[config.mk]
export PLATFORM = sky130hd
export DESIGN_NAME = xlat_cache
export DESIGN_NICKNAME = d
export VERILOG_FILES = /design/src/rtl/xlc_pkg.sv /design/src/rtl/xlc_data.sv /design/src/rtl/xlc_ctrl.sv /design/src/rtl/xlat_cache.sv
export SDC_FILE = /design/constraint.sdc
export NUM_CORES = 1
export LEC_CHECK = 0
export BUFFER_PORTS_ARGS = -buffer_cell sky130_fd_sc_hd__buf_2
export CORE_MARGIN = 2
export CORE_UTILIZATION = 30
export DETAILED_ROUTE_END_ITERATION = 6
export SETUP_SLACK_MARGIN = 0.1
export SYNTH_ARGS = -nofsm -noshare
export SYNTH_HDL_FRONTEND = slang
export SYNTH_SLANG_ARGS = --single-unit
[constraint.sdc]
create_clock -name clk -period 11.3 [get_ports clk]
set_input_delay 1.13 -clock clk [delete_from_list [all_inputs] [get_ports clk]]
set_output_delay 1.13 -clock clk [all_outputs]
set_load 0.01 [all_outputs]
[src/rtl/xlc_pkg.sv]
package xlc_pkg;
  parameter int ENTRIES = 8;
  parameter int VA_W    = 32;
  parameter int OFF_W   = 12;
  parameter int ATTR_W  = 6;
  localparam int VPN_W  = VA_W - OFF_W;
  localparam int PA_W   = 32;
  localparam int PPN_W  = PA_W - OFF_W;
  localparam int IDX_W  = (ENTRIES > 1) ? $clog2(ENTRIES) : 1;
  // page-table entry field positions
  localparam int PTE_VALID = 0;
  localparam int PTE_RD    = 1;
  localparam int PTE_WR    = 2;
  localparam int PTE_ATTR  = 3;

  typedef struct packed {
    logic [VPN_W-1:0]  vpn;
    logic [PPN_W-1:0]  ppn;
    logic              rd;
    logic              wr;
    logic [ATTR_W-1:0] attr;
  } entry_t;

  typedef struct packed {
    logic [ENTRIES-1:0] wrEn;
    logic [ENTRIES-1:0] clr;
  } strobe_t;
endpackage

[src/rtl/xlc_data.sv]
module xlc_data
  import xlc_pkg::*;
(
  input  logic               clk,
  input  logic               rstN,
  input  strobe_t            strobes,
  input  entry_t             fillEntry,
  input  logic [VPN_W-1:0]   lookVpn,
  input  logic [VPN_W-1:0]   invVpn,
  output logic [ENTRIES-1:0] lookMatch,
  output logic [ENTRIES-1:0] fillMatch,
  output logic [ENTRIES-1:0] invMatch,
  output entry_t             selEntry
);
  logic [ENTRIES-1:0] validVec;
  entry_t             entryQ [ENTRIES];

  for (genvar g = 0; g < ENTRIES; g++) begin : gEntry
    always_ff @(posedge clk) begin
      if (!rstN) begin
        validVec[g] <= 1'b0;
        entryQ[g]   <= '0;
      end else if (strobes.wrEn[g]) begin
        validVec[g] <= 1'b1;
        entryQ[g]   <= fillEntry;
      end else if (strobes.clr[g]) begin
        validVec[g] <= 1'b0;
      end
    end
    assign lookMatch[g] = validVec[g] && (entryQ[g].vpn == lookVpn);
    assign fillMatch[g] = validVec[g] && (entryQ[g].vpn == fillEntry.vpn);
    assign invMatch[g]  = validVec[g] && (entryQ[g].vpn == invVpn);
  end

  always_comb begin
    selEntry = '0;
    for (int i = 0; i < ENTRIES; i++)
      if (lookMatch[i]) selEntry = selEntry | entryQ[i];
  end

  AST_UNIQUE_TAG: assert property (@(posedge clk) disable iff (!rstN)
    $onehot0(lookMatch));
  AST_FLUSH_ALL: assert property (@(posedge clk) disable iff (!rstN)
    (strobes.clr == '1) |=> (validVec == '0));
  AST_INV_ONE: assert property (@(posedge clk) disable iff (!rstN)
    (|strobes.clr) |=> ((validVec & $past(invMatch) & ~$past(strobes.wrEn)) == '0));
endmodule

[src/rtl/xlc_ctrl.sv]
module xlc_ctrl
  import xlc_pkg::*;
(
  input  logic               clk,
  input  logic               rstN,
  input  logic               reqValid,
  input  logic               reqWrite,
  input  logic [VA_W-1:0]    reqVaddr,
  input  logic               fillValid,
  input  logic [VPN_W-1:0]   fillVpn,
  input  logic               fillPteValid,
  input  logic               invOneValid,
  input  logic [VPN_W-1:0]   invVpn,
  input  logic               invAllValid,
  input  logic [ENTRIES-1:0] lookMatch,
  input  logic [ENTRIES-1:0] fillMatch,
  input  logic [ENTRIES-1:0] invMatch,
  input  entry_t             selEntry,
  output strobe_t            strobes,
  output logic               rspHit,
  output logic               rspMiss,
  output logic               rspFault,
  output logic [PA_W-1:0]    rspPaddr,
  output logic [ATTR_W-1:0]  rspAttr,
  output logic               missValid,
  output logic [VPN_W-1:0]   missVpn
);
  logic [IDX_W-1:0] rrPtr;
  logic killFill, doFill, reuse, allocNew, found, permOk;

  assign killFill = invAllValid || (invOneValid && (invVpn == fillVpn));
  assign doFill   = fillValid && fillPteValid && !killFill;
  assign reuse    = |fillMatch;
  assign allocNew = doFill && !reuse;

  always_comb begin
    strobes.wrEn = '0;
    if (doFill) begin
      if (reuse) strobes.wrEn = fillMatch;
      else       strobes.wrEn[rrPtr] = 1'b1;
    end
    if (invAllValid)      strobes.clr = '1;
    else if (invOneValid) strobes.clr = invMatch;
    else                  strobes.clr = '0;
  end

  always_ff @(posedge clk) begin
    if (!rstN)         rrPtr <= '0;
    else if (allocNew) rrPtr <= (rrPtr == IDX_W'(ENTRIES-1)) ? '0 : rrPtr + 1'b1;
  end

  assign found    = reqValid && (|lookMatch);
  assign permOk   = reqWrite ? selEntry.wr : selEntry.rd;
  assign rspHit   = found && permOk;
  assign rspFault = found && !permOk;
  assign rspMiss  = reqValid && !(|lookMatch);
  assign missValid = rspMiss;
  assign missVpn  = rspMiss ? reqVaddr[VA_W-1:OFF_W] : '0;
  assign rspPaddr = rspHit ? {selEntry.ppn, reqVaddr[OFF_W-1:0]} : '0;
  assign rspAttr  = rspHit ? selEntry.attr : '0;

  AST_WRITE_PERM: assert property (@(posedge clk) disable iff (!rstN)
    (rspHit && reqWrite) |-> selEntry.wr);
  AST_ONE_ANSWER: assert property (@(posedge clk) disable iff (!rstN)
    $countones({rspHit, rspMiss, rspFault}) == 32'(reqValid));
  AST_KILL_NO_WRITE: assert property (@(posedge clk) disable iff (!rstN)
    (fillValid && invAllValid) |-> (strobes.wrEn == '0));
endmodule

[src/rtl/xlat_cache.sv]
module xlat_cache
  import xlc_pkg::*;
(
  input  logic        clk,
  input  logic        rstN,
  input  logic        reqValid,
  input  logic [31:0] reqVaddr,
  input  logic        reqWrite,
  output logic        rspHit,
  output logic        rspMiss,
  output logic        rspFault,
  output logic [31:0] rspPaddr,
  output logic [5:0]  rspAttr,
  output logic        missValid,
  output logic [19:0] missVpn,
  input  logic        fillValid,
  input  logic [19:0] fillVpn,
  input  logic [31:0] fillPte,
  input  logic        invOneValid,
  input  logic [31:0] invOneVaddr,
  input  logic        invAllValid
);
  strobe_t            strobes;
  entry_t             fillEntry, selEntry;
  logic [ENTRIES-1:0] lookMatch, fillMatch, invMatch;

  assign fillEntry.vpn  = fillVpn;
  assign fillEntry.ppn  = fillPte[PA_W-1:OFF_W];
  assign fillEntry.rd   = fillPte[PTE_RD];
  assign fillEntry.wr   = fillPte[PTE_WR];
  assign fillEntry.attr = fillPte[PTE_ATTR +: ATTR_W];

  xlc_data uData (
    .clk(clk), .rstN(rstN), .strobes(strobes), .fillEntry(fillEntry),
    .lookVpn(reqVaddr[VA_W-1:OFF_W]), .invVpn(invOneVaddr[VA_W-1:OFF_W]),
    .lookMatch(lookMatch), .fillMatch(fillMatch), .invMatch(invMatch),
    .selEntry(selEntry)
  );

  xlc_ctrl uCtrl (
    .clk(clk), .rstN(rstN), .reqValid(reqValid), .reqWrite(reqWrite),
    .reqVaddr(reqVaddr), .fillValid(fillValid), .fillVpn(fillVpn),
    .fillPteValid(fillPte[PTE_VALID]), .invOneValid(invOneValid),
    .invVpn(invOneVaddr[VA_W-1:OFF_W]), .invAllValid(invAllValid),
    .lookMatch(lookMatch), .fillMatch(fillMatch), .invMatch(invMatch),
    .selEntry(selEntry), .strobes(strobes), .rspHit(rspHit),
    .rspMiss(rspMiss), .rspFault(rspFault), .rspPaddr(rspPaddr),
    .rspAttr(rspAttr), .missValid(missValid), .missVpn(missVpn)
  );
endmodule

### Word level (Yosys, flattened, before mapping)

Memories as Yosys holds them, arrays and structs flattened.
Index checks and enable logic that the tools add are counted.

* bitwise logic cells: 15
* $add $sub $neg: 1
* $lt $le $gt $ge: 2
* eq/ne operators: 26
* mux-type cells: 68
* reduce and logical (&&, ||, !) cells: 48

Operators by type and width (number)
* $eq A20 B20 Y1: 25
* $mux W48: 8
* $mux W28: 8
* $or A28 B28 Y28: 7
* $mux W1: 43
* $logic_and A1 B1 Y1: 33
* $mux W32: 1
* $mux W8: 4
* $mux W20: 1
* $reduce_bool A2 Y1: 8
* $reduce_or A8 Y1: 2
* $or A1 B1 Y1: 8
* $mux W6: 1
* $logic_not A1 Y1: 4
* $lt A3 B4 Y1 const B: 1
* $add A3 B1 Y3 const B: 1
* $demux W1 S3: 1
* $eq A3 B3 Y1 const B: 1
* $ge A3 B1 Y1 const B: 1
* $mux W3: 1
* $logic_or A1 B1 Y1: 1

* input port bits: 123
* logic and storage cells: 170
* RAM bits: 384
* memories: 1
* register bits: 11

Memories
* uData.entryQ: words 8, width 48, rd ports 8, clocked after Yosys merged registers in 0, wr ports 8, line xlc_data.sv:16 `entry_t entryQ [ENTRIES];`

### Longest topological paths before layout

An unclocked memory read counts as a cell.

* word-level depth: 21
* depth in mapped cells: 12
* mapped depth without buffers: 7

### Cells and area by module

From an unflattened synthesis, not the netlist that was laid out.

* cell total of the unflattened synthesis: 2434
* area total of the unflattened synthesis: 25260.5 um2

Modules (own cells, without submodules)
* xlc_data: seq. area each 11691.2 um2, cells an instance 2276, instances 1, area each 24168.2 um2
* xlc_ctrl: seq. area each 60.1 um2, cells an instance 158, instances 1, area each 1092.3 um2

### Worst setup path after synthesis

No wires, ideal clock.

* path kind: input to register
* from: input fillVpn[12]
* to: memory uData.entryQ[0][100] (netlist bit), enable pin
* slack: 4745 ps
* arrival time: 6035 ps
* stages on the path: 9
* path buffers: 2
* library setup time: 520 ps
* path through: buf_2 > xor2_1 > nor3_1 > nand4_1 > o21ai_0 > nand4b_1 > o41a_1 > clkbuf_1 > o21ai_0

RTL lines
* from (decl): line xlat_cache.sv:17 `input logic [19:0] fillVpn,`
* to (decl): line xlc_data.sv:16

### Worst setup path in the final report

* from: input reqVaddr[14]
* to: output rspAttr[2]

* word-level cells in the longest chain between the ends: 20

RTL lines
* from (decl): line xlat_cache.sv:7 `input logic [31:0] reqVaddr,`
* $eq A20 B20 Y1: line xlc_data.sv:30 `assign lookMatch[g] = validVec[g] && (entryQ[g].vpn == lookVpn);`
* $logic_and A1 B1 Y1: line xlc_data.sv:30
* $mux W28: line xlc_data.sv:38 `if (lookMatch[i]) selEntry = selEntry | entryQ[i];`
* $or A28 B28 Y28: line xlc_data.sv:38
* $mux W28: line xlc_data.sv:38
* $or A28 B28 Y28: line xlc_data.sv:38
* $mux W28: line xlc_data.sv:38
* $or A28 B28 Y28: line xlc_data.sv:38
* (+4 left out)
* $mux W28: line xlc_data.sv:38
* $or A28 B28 Y28: line xlc_data.sv:38
* $mux W28: line xlc_data.sv:38
* $or A28 B28 Y28: line xlc_data.sv:38
* $mux W28: line xlc_data.sv:38
* $mux W1: line xlc_ctrl.sv:53 `assign permOk = reqWrite ? selEntry.wr : selEntry.rd;`
* $logic_and A1 B1 Y1: line xlc_ctrl.sv:54 `assign rspHit = found && permOk;`
* $mux W6 *: line xlc_ctrl.sv:60 `assign rspAttr = rspHit ? selEntry.attr : '0;`
* to (decl): line xlat_cache.sv:13 `output logic [5:0] rspAttr,`

Every way passes the cells marked *; elsewhere a longest branch is shown, timed or not.

==> summary.md <==
| Metric | Value |
|---|---|
| Vias | 17700 |
| Ys async rst share | 0% |
| Top Ports | 185 |
| Antenna violations before repair | 5 |
| Dpl ws | 4.75 ns |
| CTS buffer count | 41 |
| Hold Buf Count CTS | 0 |
| Clk_lat worst skew | 0.57 ns |
| DPL Wire Length | approximately 55000 um |
| Final core utilization | approximately 34% |
| Final hold violations | 0 |
| Final #Nets | 2271 |
| Switch share | approximately a quarter |
| Largest net degree at the start of global routing | a little over 50 |
| Final ANT Viol Nets | 0 |
| P&R area growth vs syn | 13.6% |
| Final worst slack | 4.60 ns |
| Routed WL per cell | 28.9 um |
| Final Slew Violations | 0 |
| Fmax | 149 MHz |
| Clock sinks | 395 |
| Mapped Nets | 2181 |
| Post-synth cell types | 47 |
| P_int | between 2000 and 3000 uW |
| Total wire length | 90900 um |
| DR pass1 iterations | 7 |
| Via/cell ratio | 5.61 |
| Max-cap violations | 0 |
| Synth Register Bits | between 300 and 400 |
| DRT iter0 DRCs | 1908 |
| Worst-margin pin slew | 1.15 ns |
| Die Y-Extent | 277 um |
| Crit path max fanout | 40 |
| CTS root buf | clkbuf_16 |
| Cell count after synthesis | roughly 2100 |
| GPL Wtd Cong | 0.940 |
| Drt drc | 0 |
| Worst vdd ir | just over 90 uV |
| Row count | 100 |
| Post-CTS resize count | 0 |
| Width of the die | ~280 um |
| CTS clock-pin slew for the worst setup and hold paths | 0.06 ns |
| Period utilization | 59.3% |
| Post-DP Area | 24000 um^2 |
| Setup Skew | 0.0192 ns |
| Synth top area cells | edfxtp_1, xnor2_1, nor2_1, xor2_1, nand4_1 |
| Crit path launch type | primary input |
| Hold Crit Class | reg2reg |
| Unrepaired setup endpoints after global routing | false |
| Vias in the first global route | 17500 |
| Die area | 76600 um^2 |
| Starting Density | 30.1% |
| Status | completed |
| Ratio of cells with drive above 1 in the final layout | 14.9% |
| CTS tree | done |
| Worst Setup End Kind | output pin |
| Slew margin rel. | 23.2% |
| Inst Count DP | about 3100 |
| Remaining Overflow, GRT | 0 |
| First-pass GRT wire length | 128000 um |
| EDFF count, synth | 384 |
| P_sw | roughly 890 uW |
| Crit path DAT | 5.57 ns |
| GRT Total Usage | 23.2% |
| Register area share after synthesis | 52.6% |
| IO buf count | about 170 |
| Synth top area share | 51.7% |
| Setup TNS | 0 ns |
| Most used DFF post-synth | edfxtp_1 |
| Post-route cell area | 25400 um^2 |
| Sequential power share | 48.9% |
| WP data required | just over 10 ns |
| Power share of the clock group | 40.1% |
| Core ar. | 74100 um^2 |
| Post-layout min period | around 6.7 ns |
| Depth of the CTS H-tree | 2 |
| Layout Cells excl Fill | approximately 3100 |
| Ys Warns | 0 |
| Postcts setup bufs | 0 |
| Mapped Area | between 20000 and 25000 um^2 |
| Lkg Pwr | between 0.008 and 0.009 uW |
| PwrDens | 137 nW/um^2 |
| Setup Crit Path Kind | in2out |
| Maximum root-to-sink buffer count | 3 |
| Syn avg cell area | 10.9 um^2 |
| Setup violators final | 0 |
| Largest area contributor in the netlist | edfxtp_1 |
| Logic pwr share | 11.0% |
==> stage by stage <==
stage	hold slack (ns)	power, uW
floorplan	0.456	1960
global placement	0.477	2100
detailed placement	0.489	2100
CTS	0.500	3480
global route	0.554	3550
finish	0.516	3470
==> critical path, cell delays in order <==
cell and delay [ns]:
buf_2 0.44, xnor2_1 0.18, nand4_1 0.17, nor4_2 0.90, and2_1 0.52, buf_4 0.38, a222oi_1 0.16, and4_2 0.60
nor4_1 0.75, buf_2 0.25
==> flip-flops by register name (all words and copies together) (netlist names) <==
name,cells
uCtrl.rrPtr,3
uData.validVec,8
uData.entryQ,384
==> cell type report <==
type,count,area [um^2]
antenna,2,5.00
inverter,20,75.1
sequential,395,11800
clock inverter,27,289
multi-input combinational,1486,9870
clock buffer,47,1070
timing repair buffer,202,1090
tap,969,1210
fill,7466,48700
==> kinds of logic (layout without fill, tap and decap cells) <==
logic type               Yosys count  after routing  synth area share, %
buffers and inverters            175            296                 3.90
flip-flops                       395            395                 52.6
AND/OR/NAND/NOR                  882            882                 20.2
multiplexers                       3              3                0.135
XOR/XNOR                         498            498                 19.5
other                              0              2                    0
AO/OA/AOI/OAI                    101            101                 3.53
adder cells (fa/ha/maj)            2              2                0.112
==> placed cells by master (no fill, tap or decap), types with 3 or more instances in the layout <==
cell type / count
nand4_1: 114
nand4b_1: 3
nor4_4: 4
nand3_1: 89
nand2_1: 62
buf_2: 169
nor4_1: 67
buf_4: 33
nor3_1: 14
clkinv_2: 10
dfxtp_1: 11
clkinv_1: 6
o41a_2: 3
o31a_2: 4
clkinvlp_4: 4
bufinv_16: 5
inv_1: 20
a22o_1: 20
nor4b_1: 3
nor3b_1: 4
clkbuf_1: 5
edfxtp_1: 384
and2_1: 22
xor2_1: 127
o21ai_0: 9
and3_1: 70
nor2_1: 386
o21ai_4: 9
a22oi_1: 32
or2_2: 5
mux2i_1: 3
clkbuf_16: 42
xnor2_1: 371
a2111oi_0: 16
nor4_2: 25
==> power by group through the flow <==
stage	combinational [uW]	sequential [uW]	clock (uW)
after CTS	373	1700	1400
after detailed placement	371	1730	0
after global routing	396	1700	1450
final	382	1700	1390
after global placement	370	1730	0
after floorplan	236	1720	0
==> worst paths after layout <==
path	depth (start not counted)	slack, ns	endpoint	startpoint
setup reg to reg	9	7.21	uData.entryQ[1][118]	uData.entryQ[0][124]
hold / removal	2	0.52	uData.validVec[4]	uData.validVec[4]
hold reg to reg	2	0.52	uData.validVec[4]	uData.validVec[4]
setup / recovery	10	4.60	rspAttr[2]	reqVaddr[14]
==> cells in the mapped netlist, types with 22 or more instances <==
cell type	n
nand2_1	62
nor2_1	387
clkbuf_1	62
a22oi_1	32
edfxtp_1	384
xor2_1	127
xnor2_1	371
and2_1	22
nor4_1	69
buf_2	59
nand3_1	89
nand4_1	114
and3_1	70
nor4_2	26
==> layer usage <==
| metal | part of all wire [%] | global-route usage (%) | wire (um) | up-vias |
|---|---|---|---|---|
| met5 | 0.048 | 0 | 44 | - |
| met4 | 5.8 | 12.1 | 5240 | 6 |
| met3 | 9.5 | 4.57 | 8610 | 281 |
| met2 | 46 | 37.6 | 42200 | 1071 |
| met1 | 38 | 29.3 | 34900 | 8846 |
| li1 | - | - | - | 7458 |
Note: power is estimated with default switching activity, not from simulation.
